--- src/rtl/spi_adc_pkg.sv ---
package spi_adc_pkg;
  localparam logic [7:0] SELFTEST_BYTE = 8'h80;
  localparam logic [7:0] NULL_BYTE     = 8'h00;

  // analog input count for a given select field width
  function automatic int ain_count(input int sel_w);
    return (sel_w == 5) ? 19 : 11;
  endfunction
endpackage

--- src/rtl/spi_adc_sync.sv ---
module spi_adc_sync #(
  parameter int            W       = 3,
  parameter int            STAGES  = 2,
  parameter logic [W-1:0]  RST_VAL = '0
) (
  input  logic         clk,
  input  logic         rst,
  input  logic [W-1:0] d_in,
  output logic [W-1:0] q_out
);
  logic [W-1:0] stage_q [STAGES];

  for (genvar s = 0; s < STAGES; s++) begin : g_stage
    always_ff @(posedge clk) begin
      if (rst) stage_q[s] <= RST_VAL;
      else if (s == 0) stage_q[s] <= d_in;
      else stage_q[s] <= stage_q[(s > 0) ? s-1 : 0];
    end
  end

  assign q_out = stage_q[STAGES-1];
endmodule

--- src/rtl/spi_adc_shifter.sv ---
module spi_adc_shifter #(
  parameter int DATA_W = 8,
  parameter int CNT_W  = 4
) (
  input  logic              clk,
  input  logic              rst,
  input  logic              cs_low,
  input  logic              cs_fall,
  input  logic              sck_rise,
  input  logic              sck_fall,
  input  logic              mosi_s,
  input  logic [DATA_W-1:0] load_data,
  output logic              miso,
  output logic [DATA_W-1:0] rx_byte,
  output logic [CNT_W-1:0]  bit_cnt
);
  localparam logic [CNT_W-1:0] CNT_MAX = '1;

  logic [DATA_W-1:0] tx_sr;

  always_ff @(posedge clk) begin
    if (rst) begin
      tx_sr   <= '0;
      rx_byte <= '0;
      bit_cnt <= '0;
      miso    <= 1'b0;
    end else if (cs_fall) begin
      tx_sr   <= load_data;
      bit_cnt <= '0;
      miso    <= load_data[DATA_W-1];
    end else if (!cs_low) begin
      miso    <= 1'b0;
    end else begin
      if (sck_rise) begin
        rx_byte <= {rx_byte[DATA_W-2:0], mosi_s};
        if (bit_cnt != CNT_MAX) bit_cnt <= bit_cnt + 1'b1;
      end
      if (sck_fall) begin
        tx_sr <= {tx_sr[DATA_W-2:0], 1'b0};
        miso  <= tx_sr[DATA_W-2];
      end
    end
  end


  miso_stable_chk: assert property (@(posedge clk) disable iff (rst)
    (cs_low && !cs_fall && !sck_fall) |=> $stable(miso));


  miso_idle_chk: assert property (@(posedge clk) disable iff (rst)
    (!cs_low && !$past(cs_low)) |=> (miso == 1'b0));
endmodule

--- src/rtl/spi_adc_resp.sv ---
module spi_adc_resp
  import spi_adc_pkg::*;
#(
  parameter int DATA_W = 8,
  parameter int SEL_W  = 4,
  parameter int CNT_W  = 4,
  parameter int N_AIN  = 11
) (
  input  logic                    clk,
  input  logic                    rst,
  input  logic                    cs_rise,
  input  logic [CNT_W-1:0]        bit_cnt,
  input  logic [DATA_W-1:0]       rx_byte,
  input  logic [N_AIN*DATA_W-1:0] samples,
  output logic [SEL_W-1:0]        pend_sel,
  output logic [DATA_W-1:0]       resp_byte
);
  localparam logic [CNT_W-1:0] FULL_CNT = CNT_W'(DATA_W);
  localparam logic [SEL_W-1:0] ST_CODE  = SEL_W'(N_AIN);

  logic [DATA_W-1:0] ain_byte [N_AIN];

  for (genvar c = 0; c < N_AIN; c++) begin : g_ain
    assign ain_byte[c] = samples[c*DATA_W +: DATA_W];
  end

  always_ff @(posedge clk) begin
    if (rst) pend_sel <= '1;
    else if (cs_rise && bit_cnt == FULL_CNT)
      pend_sel <= rx_byte[DATA_W-1 -: SEL_W];
  end

  always_comb begin
    if (pend_sel == ST_CODE)            resp_byte = SELFTEST_BYTE;
    else if (int'(pend_sel) < N_AIN)    resp_byte = ain_byte[int'(pend_sel)];
    else                                resp_byte = NULL_BYTE;
  end


  cmd_hold_chk: assert property (@(posedge clk) disable iff (rst)
    (pend_sel != $past(pend_sel)) |-> $past(cs_rise && bit_cnt == FULL_CNT));
endmodule

--- src/rtl/spi_adc_slave.sv ---
module spi_adc_slave
  import spi_adc_pkg::*;
#(
  parameter int DATA_W  = 8,
  parameter int SEL_W   = 4,
  parameter int SYNC_ST = 2,
  parameter int N_AIN   = ain_count(SEL_W)
) (
  input  logic                    clk,
  input  logic                    rst,
  input  logic                    sck,
  input  logic                    mosi,
  input  logic                    cs_n,
  input  logic [N_AIN*DATA_W-1:0] samples,
  output logic                    miso
);
  localparam int CNT_W = $clog2(DATA_W) + 1;
  localparam logic [SEL_W-1:0] ST_CODE = SEL_W'(N_AIN);

  logic [2:0] pins_s;
  logic sck_s, mosi_s, cs_s, sck_q, cs_q;
  logic sck_rise, sck_fall, cs_fall, cs_rise;
  logic [DATA_W-1:0] rx_byte, resp_byte;
  logic [CNT_W-1:0]  bit_cnt;
  logic [SEL_W-1:0]  pend_sel;

  spi_adc_sync #(.W(3), .STAGES(SYNC_ST), .RST_VAL(3'b100)) u_sync (
    .clk(clk), .rst(rst), .d_in({cs_n, mosi, sck}), .q_out(pins_s));

  assign {cs_s, mosi_s, sck_s} = pins_s;

  always_ff @(posedge clk) begin
    if (rst) begin
      sck_q <= 1'b0;
      cs_q  <= 1'b1;
    end else begin
      sck_q <= sck_s;
      cs_q  <= cs_s;
    end
  end

  assign sck_rise = sck_s & ~sck_q;
  assign sck_fall = ~sck_s & sck_q;
  assign cs_fall  = ~cs_s & cs_q;
  assign cs_rise  = cs_s & ~cs_q;

  spi_adc_shifter #(.DATA_W(DATA_W), .CNT_W(CNT_W)) u_shift (
    .clk(clk), .rst(rst), .cs_low(~cs_s), .cs_fall(cs_fall),
    .sck_rise(sck_rise), .sck_fall(sck_fall), .mosi_s(mosi_s),
    .load_data(resp_byte), .miso(miso), .rx_byte(rx_byte), .bit_cnt(bit_cnt));

  spi_adc_resp #(.DATA_W(DATA_W), .SEL_W(SEL_W), .CNT_W(CNT_W), .N_AIN(N_AIN)) u_resp (
    .clk(clk), .rst(rst), .cs_rise(cs_rise), .bit_cnt(bit_cnt),
    .rx_byte(rx_byte), .samples(samples), .pend_sel(pend_sel),
    .resp_byte(resp_byte));


  selftest_msb_chk: assert property (@(posedge clk) disable iff (rst)
    (cs_fall && pend_sel == ST_CODE) |=> (miso == 1'b1));


  null_msb_chk: assert property (@(posedge clk) disable iff (rst)
    (cs_fall && int'(pend_sel) > N_AIN) |=> (miso == 1'b0));
endmodule

--- config.mk ---
export PLATFORM = sky130hd
export DESIGN_NAME = spi_adc_slave
export DESIGN_NICKNAME = d
export VERILOG_FILES = /design/src/rtl/spi_adc_pkg.sv /design/src/rtl/spi_adc_sync.sv /design/src/rtl/spi_adc_shifter.sv /design/src/rtl/spi_adc_resp.sv /design/src/rtl/spi_adc_slave.sv
export SDC_FILE = /design/constraint.sdc
export NUM_CORES = 1
export LEC_CHECK = 0
export BUFFER_PORTS_ARGS = -buffer_cell sky130_fd_sc_hd__buf_2
export CAP_MARGIN = 15
export CORE_AREA = 10 10 87 89
export DETAILED_ROUTE_END_ITERATION = 12
export DIE_AREA = 0 0 97 99
export SLEW_MARGIN = 40
export SYNTH_ARGS = -nofsm -noshare
export SYNTH_HDL_FRONTEND = slang
export SYNTH_SLANG_ARGS = --single-unit
--- constraint.sdc ---
create_clock -name clk -period 1.5 [get_ports clk]
set_input_delay 0.225 -clock clk [delete_from_list [all_inputs] [get_ports clk]]
set_output_delay 0.225 -clock clk [all_outputs]
set_load 0.05 [all_outputs]
---- Yosys cells after proc, flatten, opt, wreduce, memory -nomap -nowiden ----
Memory sizes are Yosys's and may differ from the RTL's.
Cells that the tools add are included.
storage, ports and cells
  register bits after elaboration ......... 26
  bits in writable memories ............... 6
  output and inout bits ................... 1
  logic and storage cells ................. 50
  memories kept ........................... 1
operators by class
  add/subtract/negate cells ............... 1
  magnitude comparators ................... 2
  equality and inequality tests ........... 4
  multiplexer cells ....................... 16
  bitwise gates (word level) .............. 12
  reduce and logical (&&, ||, !) cells .... 7
memory list
  memory          depth  bits a word  rd ports  clocked after Yosys merged registers in  write ports  RTL line            RTL
  u_sync.stage_q  2      3            2         0                                        2            spi_adc_sync.sv:11  logic [W-1:0] stage_q [STAGES];
operator list
  kind                                                                    count
  8-bit binary-select mux with 4-bit select                               1
  32-bit by 5-bit >= comparator with 1-bit output, second input constant  1
  8-bit two-way mux                                                       4
  4-bit inverter with 32-bit output                                       1
  7-bit two-way mux                                                       3
  4-bit == test, second input constant                                    2
  1-bit two-way mux                                                       6
  3-bit two-way mux                                                       2
  3-bit AND reduction                                                     2
  1-bit inverter                                                          5
  4-bit by 1-bit adder with 4-bit output, second input constant           1
  1-bit bitwise AND                                                       4
  4-bit less-than comparator, second input constant                       1
  4-bit != test, second input constant                                    1
  3-bit nonzero test                                                      1
  2-bit by 1-bit != test with 1-bit output, second input constant         1
  1-bit bitwise OR                                                        2
  2-bit AND reduction                                                     1
  2-bit nonzero test                                                      1
  2-bit OR reduction                                                      1
  1-bit logical AND                                                       1

---- Longest topological paths before layout ----
Gate-level depths: netlist of run 1.
  word-level depth ........................ 7
  depth in mapped cells ................... 7

---- Modules after synthesis ----
Synthesis of run 1 repeated with hierarchy kept, for this count alone.
unflattened totals
  cell total of the unflattened synthesis .. 214
  area, all modules ....................... 2090.8 um^2
modules (own cells, without submodules)
  module           times used  cells an instance  area each (um^2)  seq. area each (um^2)
  spi_adc_resp     1           101                967.2             80.1
  spi_adc_shifter  1           92                 884.6             400.4
  spi_adc_sync     1           12                 157.7             120.1
  spi_adc_slave    1           9                  81.3              40.0

---- Worst setup path after synthesis of run 1 ----
No wires, ideal clock.
  kind .................................... reg-to-reg
  from .................................... register u_resp.pend_sel[1]
  to ...................................... register u_shift.tx_sr[3]
  data arrival time ....................... 1217 ps
  slack ................................... 150 ps
  cell stages (with the launch flop) ...... 6
  cells stage by stage .................... dfxtp_1 and2b_4 buf_2 o2bb2ai_1 a221oi_1 a211oi_1
between the ends
  word-level cells in the longest chain between the ends .. 7
  elaborated cells on any way between the ends .. 9
ends and longest elaborated chain
  item                                                     RTL line               RTL
  start: declaration                                       spi_adc_resp.sv:15     output logic [SEL_W-1:0] pend_sel,
  start signal: assignment                                 spi_adc_resp.sv:30     pend_sel <= rx_byte[DATA_W-1 -: SEL_W];
  4-bit inverter with 32-bit output (not written as such)  spi_adc_resp.sv:35     else if (int'(pend_sel) < N_AIN) resp_byte = ain_byte[int'(pend_sel)];
  8-bit binary-select mux with 4-bit select                spi_adc_resp.sv:35
  8-bit two-way mux (not written as such) (2 in a row)     spi_adc_resp.sv:35
  8-bit two-way mux                                        spi_adc_resp.sv:35
  8-bit two-way mux (*)                                    spi_adc_resp.sv:34     if (pend_sel == ST_CODE) resp_byte = SELFTEST_BYTE;
  7-bit two-way mux (*)                                    spi_adc_shifter.sv:27  end else if (cs_fall) begin
  end signal: assignment                                   spi_adc_shifter.sv:28  tx_sr <= load_data;
  end signal: assignment                                   spi_adc_shifter.sv:39  tx_sr <= {tx_sr[DATA_W-2:0], 1'b0};
  end: declaration                                         spi_adc_shifter.sv:19  logic [DATA_W-1:0] tx_sr;
Every way passes the cells marked *; elsewhere a longest branch is shown, timed or not. The select of a mux whose other input is x is not followed.
A chain may end at the register's enable or synchronous reset.

---- Worst setup path in the final report of run 1 ----
  from .................................... register u_resp.pend_sel[0]
  to ...................................... register u_shift.tx_sr[4]
The elaborated chain is that of the path after synthesis.

==> reports/metrics.yaml, run 1 <==
cts_buffers: 5
placed_area_um2: 2580
layout.cells.non_filler: 408
route.vias.total: 2052
fin_skew_ns: 0.00293
synth_edf_count: 0
clock_latency_ns: 0.28
hold_buffers: 0
antenna_found_initial: 0
syn_nets: 325
portBuffers: 93
pwr-share-clk: 0.427
dp_slack_ns: -0.0254
gr-total-overflow: 0
synth_seq_cells: 32
maxCapViolations: 0
hold_viol_final: 0
die-area_um2: 9600
power.switching_uw: 422
ys_warn_count: 0
drive_gt1_frac: 0.387
ir_drop_mv: 0.338
grt_pass1_wl_mm: 9.91
switching_share: 0.221
clock_path_buffers: 2
yosys.area.top_type: "dfxtp_1"
period_minus_slack_ns: 1.42
power_density_nw_per_um2: 695
ys_top_cells_by_area: "dfxtp_1 32%, mux2i_1 19%, nand2_1 6.0%"
cts_tree: "yes"
ys_async_sr_fraction: 0
synth_top_area_share: 0.320
vias_per_cell: 5.03
cp-start-kind: "register"
power_frac_comb: 0.115
drt_first_pass_iters: 4
place_congestion: 0.822
setup_viol: 0
outcome: "finished clean"
initialDrtViolationCount: 80
min_path_cells: 2
path_clk_slew_ns: 0.07
setup_tns_ns: 0
grt_util_all_layers: 0.123
dp_hpwl_mm: 4.92
die_h_um: 99
clock-sinks: 32
min_path_type: "in -> reg"
ios: 94
synth_flop_cell: "dfxtp_1"
rows: 28
setup_ws_ns: 0.0788
n_antenna_cell: 0
postRouteAntennaNets: 0
internal-power_uw: 1490
cts_root_buf: "clkbuf_8"
post_synth_num_cell_types: 41
start_util: 0.342
crit_arrival_ns: 1.57
fmax_mhz: 704
worstSetupPathType: "reg -> reg"
dp_cells: 397
htreeDepth: 2
grt_max_degree: 29
total_power_uw: 1910
finalInstanceArea_um2: 2750
slew_headroom: 0.661
core-area_um2: 5850
yosysMostFrequentCell: "mux2i_1"
syn_area_um2: 2000
report.final.slew_viol_count: 0
seqCellArea_um2: 646
power.leakage_uw: 0.00141
grt_pass1_vias: 2102
drc: 0
fin_nets: 427
finalCritPeriodShare: 0.947
ys_seq_area_frac: 0.320
syn_avg_cell_area_um2: 8.69
worst-slew-pin-transition_ns: 0.509
die_x_um: 97
synthTopCellsByCount: "37 x mux2i_1, 32 x dfxtp_1, 32 x nand2_1"
multiInputGateArea_um2: 1250
synthToLayoutAreaGrowth_pct: 37.5
seqPwrFrac: 0.457
cp_data_required_time_ns: 1.65
route.detailed.wl_per_inst_um: 15.2
drt_wl_total_mm: 6.21
rsz0062_at_grt: "false"
synthCells: 230
cp_max_fo: 5
cp-end-kind: "register"
fillCellCount: 577
reg2regPathDepth: 5
## per-stage QoR
stage	util	hold slack [ns]
floorplan	-	0.329
global placement	0.441	0.395
detailed placement	0.441	0.398
CTS	0.462	0.106
global route	0.470	0.118
finish	0.470	0.117
## worst max-delay path: stages (launching register included)
cell	delay, ns
dfxtp_1	0.38
and2_1	0.24
nor3b_4	0.07
buf_4	0.16
a221oi_1	0.31
a211oi_1	0.12
## power groups by stage
stage | clock, uW | combinational (uW) | sequential (uW)
2_1_floorplan | 0 | 83.1 | 892
3_3_place_gp | 0 | 217 | 894
3_5_place_dp | 0 | 220 | 894
4_1_cts | 840 | 222 | 875
5_1_grt | 875 | 248 | 875
6_report | 816 | 221 | 874
## worst paths after layout
check        slack [ns]              endpoint                  from
min                0.12  u_sync.stage_q[0][2]                  cs_n
min reg2reg        0.41  u_sync.stage_q[1][2]  u_sync.stage_q[0][2]
max                0.08      u_shift.tx_sr[4]    u_resp.pend_sel[0]
max reg2reg        0.08      u_shift.tx_sr[4]    u_resp.pend_sel[0]
## routing by layer
layer	wire [um]	GRT usage	vias to the layer above	share of wire
li1	-	-	1036	-
met1	2620	0.140	958	0.42
met2	3250	0.221	52	0.52
met3	270	0.0286	6	0.043
met4	72	0.0375	0	0.012
met5	0	0	-	0
## flip-flops by register name (all words and copies together), names as in the netlist
signal / cells
u_shift.rx_byte: 8
u_shift.tx_sr: 7
u_sync.stage_q: 6
u_resp.pend_sel: 4
u_shift.bit_cnt: 4
cs_q: 1
sck_q: 1
u_shift.miso: 1
## cells in the final DEF, fill, tap and decap left out, types with 7 or more instances in the layout
cell        n
a21oi_1    11
a22oi_1     9
buf_2      93
buf_4      14
dfxtp_1    30
inv_1       8
mux2i_1    37
nand2_1    32
nand4_1     7
nor2_1     18
nor2b_1     7
o2bb2ai_1   7
## final cells by class
| cell class | instances | area share |
|---|---|---|
| Clock buffer | 5 | 0.0250 |
| Clock inverter | 3 | 0.0155 |
| Inverter | 8 | 0.0109 |
| Multi-Input combinational cell | 176 | 0.456 |
| Sequential cell | 32 | 0.235 |
| Tap cell | 75 | 0.0341 |
| Timing Repair Buffer | 109 | 0.224 |
## cells by family after synthesis
kind of cell             count (synthesis)  share of synthesized area
AO/OA/AOI/OAI                           50                      0.188
AND/OR/NAND/NOR                         83                      0.207
adder cells (fa/ha/maj)                  2                     0.0125
buffers and inverters                   22                     0.0601
multiplexers                            39                      0.204
flip-flops                              32                      0.320
XOR/XNOR                                 2                    0.00876
## what timing repair did
| action | in CTS | in global routing |
|---|---|---|
| resized for setup | 2 | 3 |
| setup buffers | 0 | 2 |
| endpoints found under the setup margin | 2 | 8 |
| pin swaps | 0 | 1 |
| gates cloned | 0 | 1 |
Note: power is estimated with default switching activity, not from simulation.
==> run 2, diff against run 1 <==
--- a/config.mk
+++ b/config.mk
@@ -10,6 +10,7 @@
 export CORE_AREA = 10 10 87 89
 export DETAILED_ROUTE_END_ITERATION = 12
 export DIE_AREA = 0 0 97 99
+export RECOVER_POWER = 50
 export SLEW_MARGIN = 40
 export SYNTH_ARGS = -nofsm -noshare
 export SYNTH_HDL_FRONTEND = slang
==> run 2 against run 1 <==
Against the previous run: count of clock-buffer cells in the layout did not move; critical endpoint unchanged; highest routed layer unchanged; sequential share of layout area barely moved; critical path depth did not move.
==> reports/metrics.yaml, run 2 (synthesis results as in run 1) <==
fin_nets: 427
wl_met3_um: 252
finalCritPeriodShare: 0.954
finalInstanceArea_um2: 2750
die_x_um: 97
cts_root_buf: "clkbuf_8"
postRouteAntennaNets: 0
rows: 28
final_common_cell: "buf_2"
multiInputGateArea_um2: 1250
vias_per_cell: 5.01
cp-end-kind: "register"
reg.largest.list: "u_shift.rx_byte (8), u_shift.tx_sr (7), u_sync.stage_q (6)"
fin_skew_ns: 0.00278
top_layer: "met4"
antenna_found_initial: 0
cp_max_fo: 5
drt_wl_total_mm: 6.21
power_density_nw_per_um2: 695
report.final.slew_viol_count: 0
path_clk_slew_ns: 0.07
portBuffers: 93
drt_first_pass_iters: 4
ios: 94
cts_buffers: 5
grt_pass1_vias: 2102
dp_slack_ns: -0.0254
place_congestion: 0.822
worst-slew-pin-transition_ns: 0.610
clock_latency_ns: 0.28
largest_reg_flops: 8
min_path_type: "in -> reg"
maxCapViolations: 0
setup_ws_ns: 0.0692
drc: 0
worstSetupPathType: "reg -> reg"
grt_max_degree: 29
initialDrtViolationCount: 84
dp_hpwl_mm: 4.92
fin_hold_ws_ns: 0.117
core-area_um2: 5850
grt_pass1_wl_mm: 9.91
crit_arrival_ns: 1.58
start_util: 0.342
setup_viol: 0
fillCellCount: 580
hold_viol_final: 0
n_antenna_cell: 0
route.vias.total: 2046
cp-start-kind: "register"
synthToLayoutAreaGrowth_pct: 37.3
outcome: "finished clean"
cts_tree: "yes"
slew_headroom: 0.595
gr-total-overflow: 0
die_h_um: 99
power.leakage_uw: 0.00141
grt_util_all_layers: 0.123
crit_chain: "and2_1 > nor3b_4 > buf_4 > a221oi_1 > a211oi_1"
die-area_um2: 9600
rsz0062_at_grt: "false"
htreeDepth: 2
largest_register: "u_shift.rx_byte"
drive_gt1_frac: 0.381
clock_path_buffers: 2
ir_drop_mv: 0.338
placed_area_um2: 2580
met2_length_mm: 3.25
wl_met1_mm: 2.63
route.detailed.wl_per_inst_um: 15.2
period_minus_slack_ns: 1.43
final_cell_mix: "92 x buf_2, 37 x mux2i_1, 32 x nand2_1"
cp_data_required_time_ns: 1.65
seqCellArea_um2: 646
total_power_uw: 1910
post-route-util: 0.469
worst_path_max_delay_cell: "dfxtp_1"
clock-sinks: 32
fmax_mhz: 699
hold_buffers: 0
slowest_delay_ns: 0.39
run 2: cell types whose count changed in the layout (fill, tap and decap cells not counted):
cell | before | now
clkbuf_1 | 0 | 2
buf_4 | 14 | 13
buf_2 | 93 | 92
run 2: repair_timing:
action                                  CTS  global route
hold endpoints to repair                  0             0
endpoints found under the setup margin    2             8
pin swaps                                 0             1
buffers inserted                          0             2
gates resized for setup                   2             3
gates cloned                              0             1
run 2: final timing paths:
kind,start,cells past startpoint,slack [ns],endpoint
min reg2reg,u_sync.stage_q[0][2],1,0.41,u_sync.stage_q[1][2]
max,u_resp.pend_sel[0],5,0.07,u_shift.tx_sr[4]
min,cs_n,2,0.12,u_sync.stage_q[0][2]
max reg2reg,u_resp.pend_sel[0],5,0.07,u_shift.tx_sr[4]
run 2: per-stage QoR:
| step | cells | setup TNS [ns] |
|---|---|---|
| after global routing | 408 | 0 |
| final | 408 | 0 |
| after CTS | 405 | 0 |
| after floorplan | 230 | 0 |
| after global placement | 397 | 0 |
| after detailed placement | 397 | -0.0341 |
run 2: routing by layer:
layer,GRT usage,vias to the layer above
li1,-,1037
met1,0.140,952
met3,0.0286,6
met2,0.221,51
met5,0,-
met4,0.0375,0
run 2: where the power goes:
part	switching (uW)	internal, uW	total [uW]
combinational	88.1	131	220
sequential	8.72	865	874
clock	325	491	816
run 2: critical path: cells and delay by family (launching register included):
family	cells	cell delay, ns
AOI/OAI and AO/OA	2	0.44
buffers and inverters	1	0.16
DFF	1	0.39
and+or+nand+nor	2	0.31
run 2: cell type report:
class                      instances  area share
multi-input combinational        176       0.457
sequential                        32       0.235
timing repair buffer             109       0.222
tap                               75      0.0342
clock buffer                       5      0.0251
clock inverter                     3      0.0155
inverter                           8      0.0109
==> run 3, diff against run 2 <==
--- a/config.mk
+++ b/config.mk
@@ -10,6 +10,7 @@
 export CORE_AREA = 10 10 87 89
 export DETAILED_ROUTE_END_ITERATION = 12
 export DIE_AREA = 0 0 97 99
+export MAX_ROUTING_LAYER = met4
 export RECOVER_POWER = 50
 export SLEW_MARGIN = 40
 export SYNTH_ARGS = -nofsm -noshare
==> run 3 against run 2 <==
Against the previous run: count of clock-buffer cells in the layout stayed put; fmax rose by 0.36%; sequential power is essentially flat; clock power is essentially flat; sequential share of layout area stayed put; global-route usage up 0.39 points; via count fell by 0.54%; largest cell class unchanged; register-to-register slack is essentially flat.
==> reports/metrics.yaml, run 3 (synthesis results as in run 1) <==
drive_gt1_frac: 0.381
cp-start-kind: "register"
drt_wl_total_mm: 6.20
gr-total-overflow: 0
min_path_type: "in -> reg"
clock-sinks: 32
fillCellCount: 580
vias_per_cell: 4.99
period_minus_slack_ns: 1.43
cts_buffers: 5
die_h_um: 99
grt_pass1_wl_mm: 9.93
clock_latency_ns: 0.29
drt_first_pass_iters: 4
grt_util_all_layers: 0.127
hold_viol_final: 0
n_antenna_cell: 0
cp-end-kind: "register"
worst-slew-pin-transition_ns: 0.610
power.leakage_uw: 0.00141
start_util: 0.342
largest_reg_flops: 8
r2r-end: "u_shift.tx_sr[4]"
maxCapViolations: 0
rsz0062_at_grt: "false"
ios: 94
reg2reg_slack_ns: 0.07
slew_headroom: 0.595
fin_nets: 427
power_density_nw_per_um2: 696
path_clk_slew_ns: 0.07
grt_max_degree: 29
fmax_mhz: 701
final_common_cell: "buf_2"
route.vias.total: 2035
setup_viol: 0
rows: 28
finalCritPeriodShare: 0.950
grt_pass1_vias: 2100
largest_register: "u_shift.rx_byte"
die_x_um: 97
initialDrtViolationCount: 88
crit_path_start: "u_resp.pend_sel[0]"
regToRegStartpoint: "u_resp.pend_sel[0]"
reg2regPathDepth: 5
die-area_um2: 9600
drc: 0
dp_hpwl_mm: 4.92
antenna_found_initial: 0
crit_arrival_ns: 1.58
setup_tns_ns: 0
cp_max_fo: 5
post-route-util: 0.469
portBuffers: 93
report.final.slew_viol_count: 0
clock_path_buffers: 2
place_congestion: 0.834
hold_buffers: 0
final_cell_mix: "92 x buf_2, 37 x mux2i_1, 32 x nand2_1"
outcome: "finished clean"
htreeDepth: 2
synthToLayoutAreaGrowth_pct: 37.3
cts_root_buf: "clkbuf_8"
fin_skew_ns: 0.00257
route.detailed.wl_per_inst_um: 15.2
reg.largest.list: "u_shift.rx_byte (8), u_shift.tx_sr (7), u_sync.stage_q (6)"
cp_data_required_time_ns: 1.65
crit_end: "u_shift.tx_sr[4]"
core-area_um2: 5850
postRouteAntennaNets: 0
worstSetupPathType: "reg -> reg"
cts_tree: "yes"
ir_drop_mv: 0.339
-- run 3: layer usage --
layer  part of all wire  GRT usage  wire, um
met1               0.43      0.143      2660
met2               0.52      0.220      3230
met4              0.011     0.0375        70
met5                  0          -         0
met3              0.038     0.0272       235
-- run 3: stage by stage --
step / hold slack, ns / power (uW) / worst slack (ns) / instances / area (um2)
floorplan: 0.329 / 975 / 0.150 / 230 / 2000
detailed placement: 0.398 / 1110 / -0.0254 / 397 / 2580
global placement: 0.395 / 1110 / 0.0144 / 397 / 2580
finish: 0.116 / 1910 / 0.0744 / 408 / 2750
CTS: 0.106 / 1940 / 0.0347 / 405 / 2700
global route: 0.118 / 2000 / 0.00370 / 408 / 2750
-- run 3: how the worst min path moves through the flow --
stage / from / to / cells after the start
CTS: cs_n / u_sync.stage_q[0][2] / 2
global placement: u_sync.stage_q[0][2] / u_sync.stage_q[1][2] / 1
detailed placement: u_sync.stage_q[0][2] / u_sync.stage_q[1][2] / 1
global route: cs_n / u_sync.stage_q[0][2] / 2
floorplan: cs_n / u_sync.stage_q[0][2] / 1
finish: cs_n / u_sync.stage_q[0][2] / 2
-- run 3: layout make-up --
type	count	area [um2]	area share
Clock inverter	3	42.5	0.0155
Tap cell	75	93.8	0.0342
Clock buffer	5	68.8	0.0251
Timing Repair Buffer	109	611	0.222
Sequential cell	32	646	0.235
Inverter	8	30.0	0.0109
Multi-Input combinational cell	176	1250	0.457
-- run 3: critical path, cell delays in order (launching register included) --
cell and delay, ns:
dfxtp_1 0.39, and2_1 0.24, nor3b_4 0.07, buf_4 0.16, a221oi_1 0.32, a211oi_1 0.12
-- run 3: what timing repair did --
action	CTS	global route
pin swaps	0	1
setup buffers	0	2
cloned	0	1
endpoints found under the setup margin	2	8
resized for setup	2	3
-- run 3: power breakdown --
part           switching (uW)  internal [uW]  total [uW]
Combinational            88.0            131         219
Clock                     326            491         817
Sequential               8.72            865         874
Total                     423           1490        1910
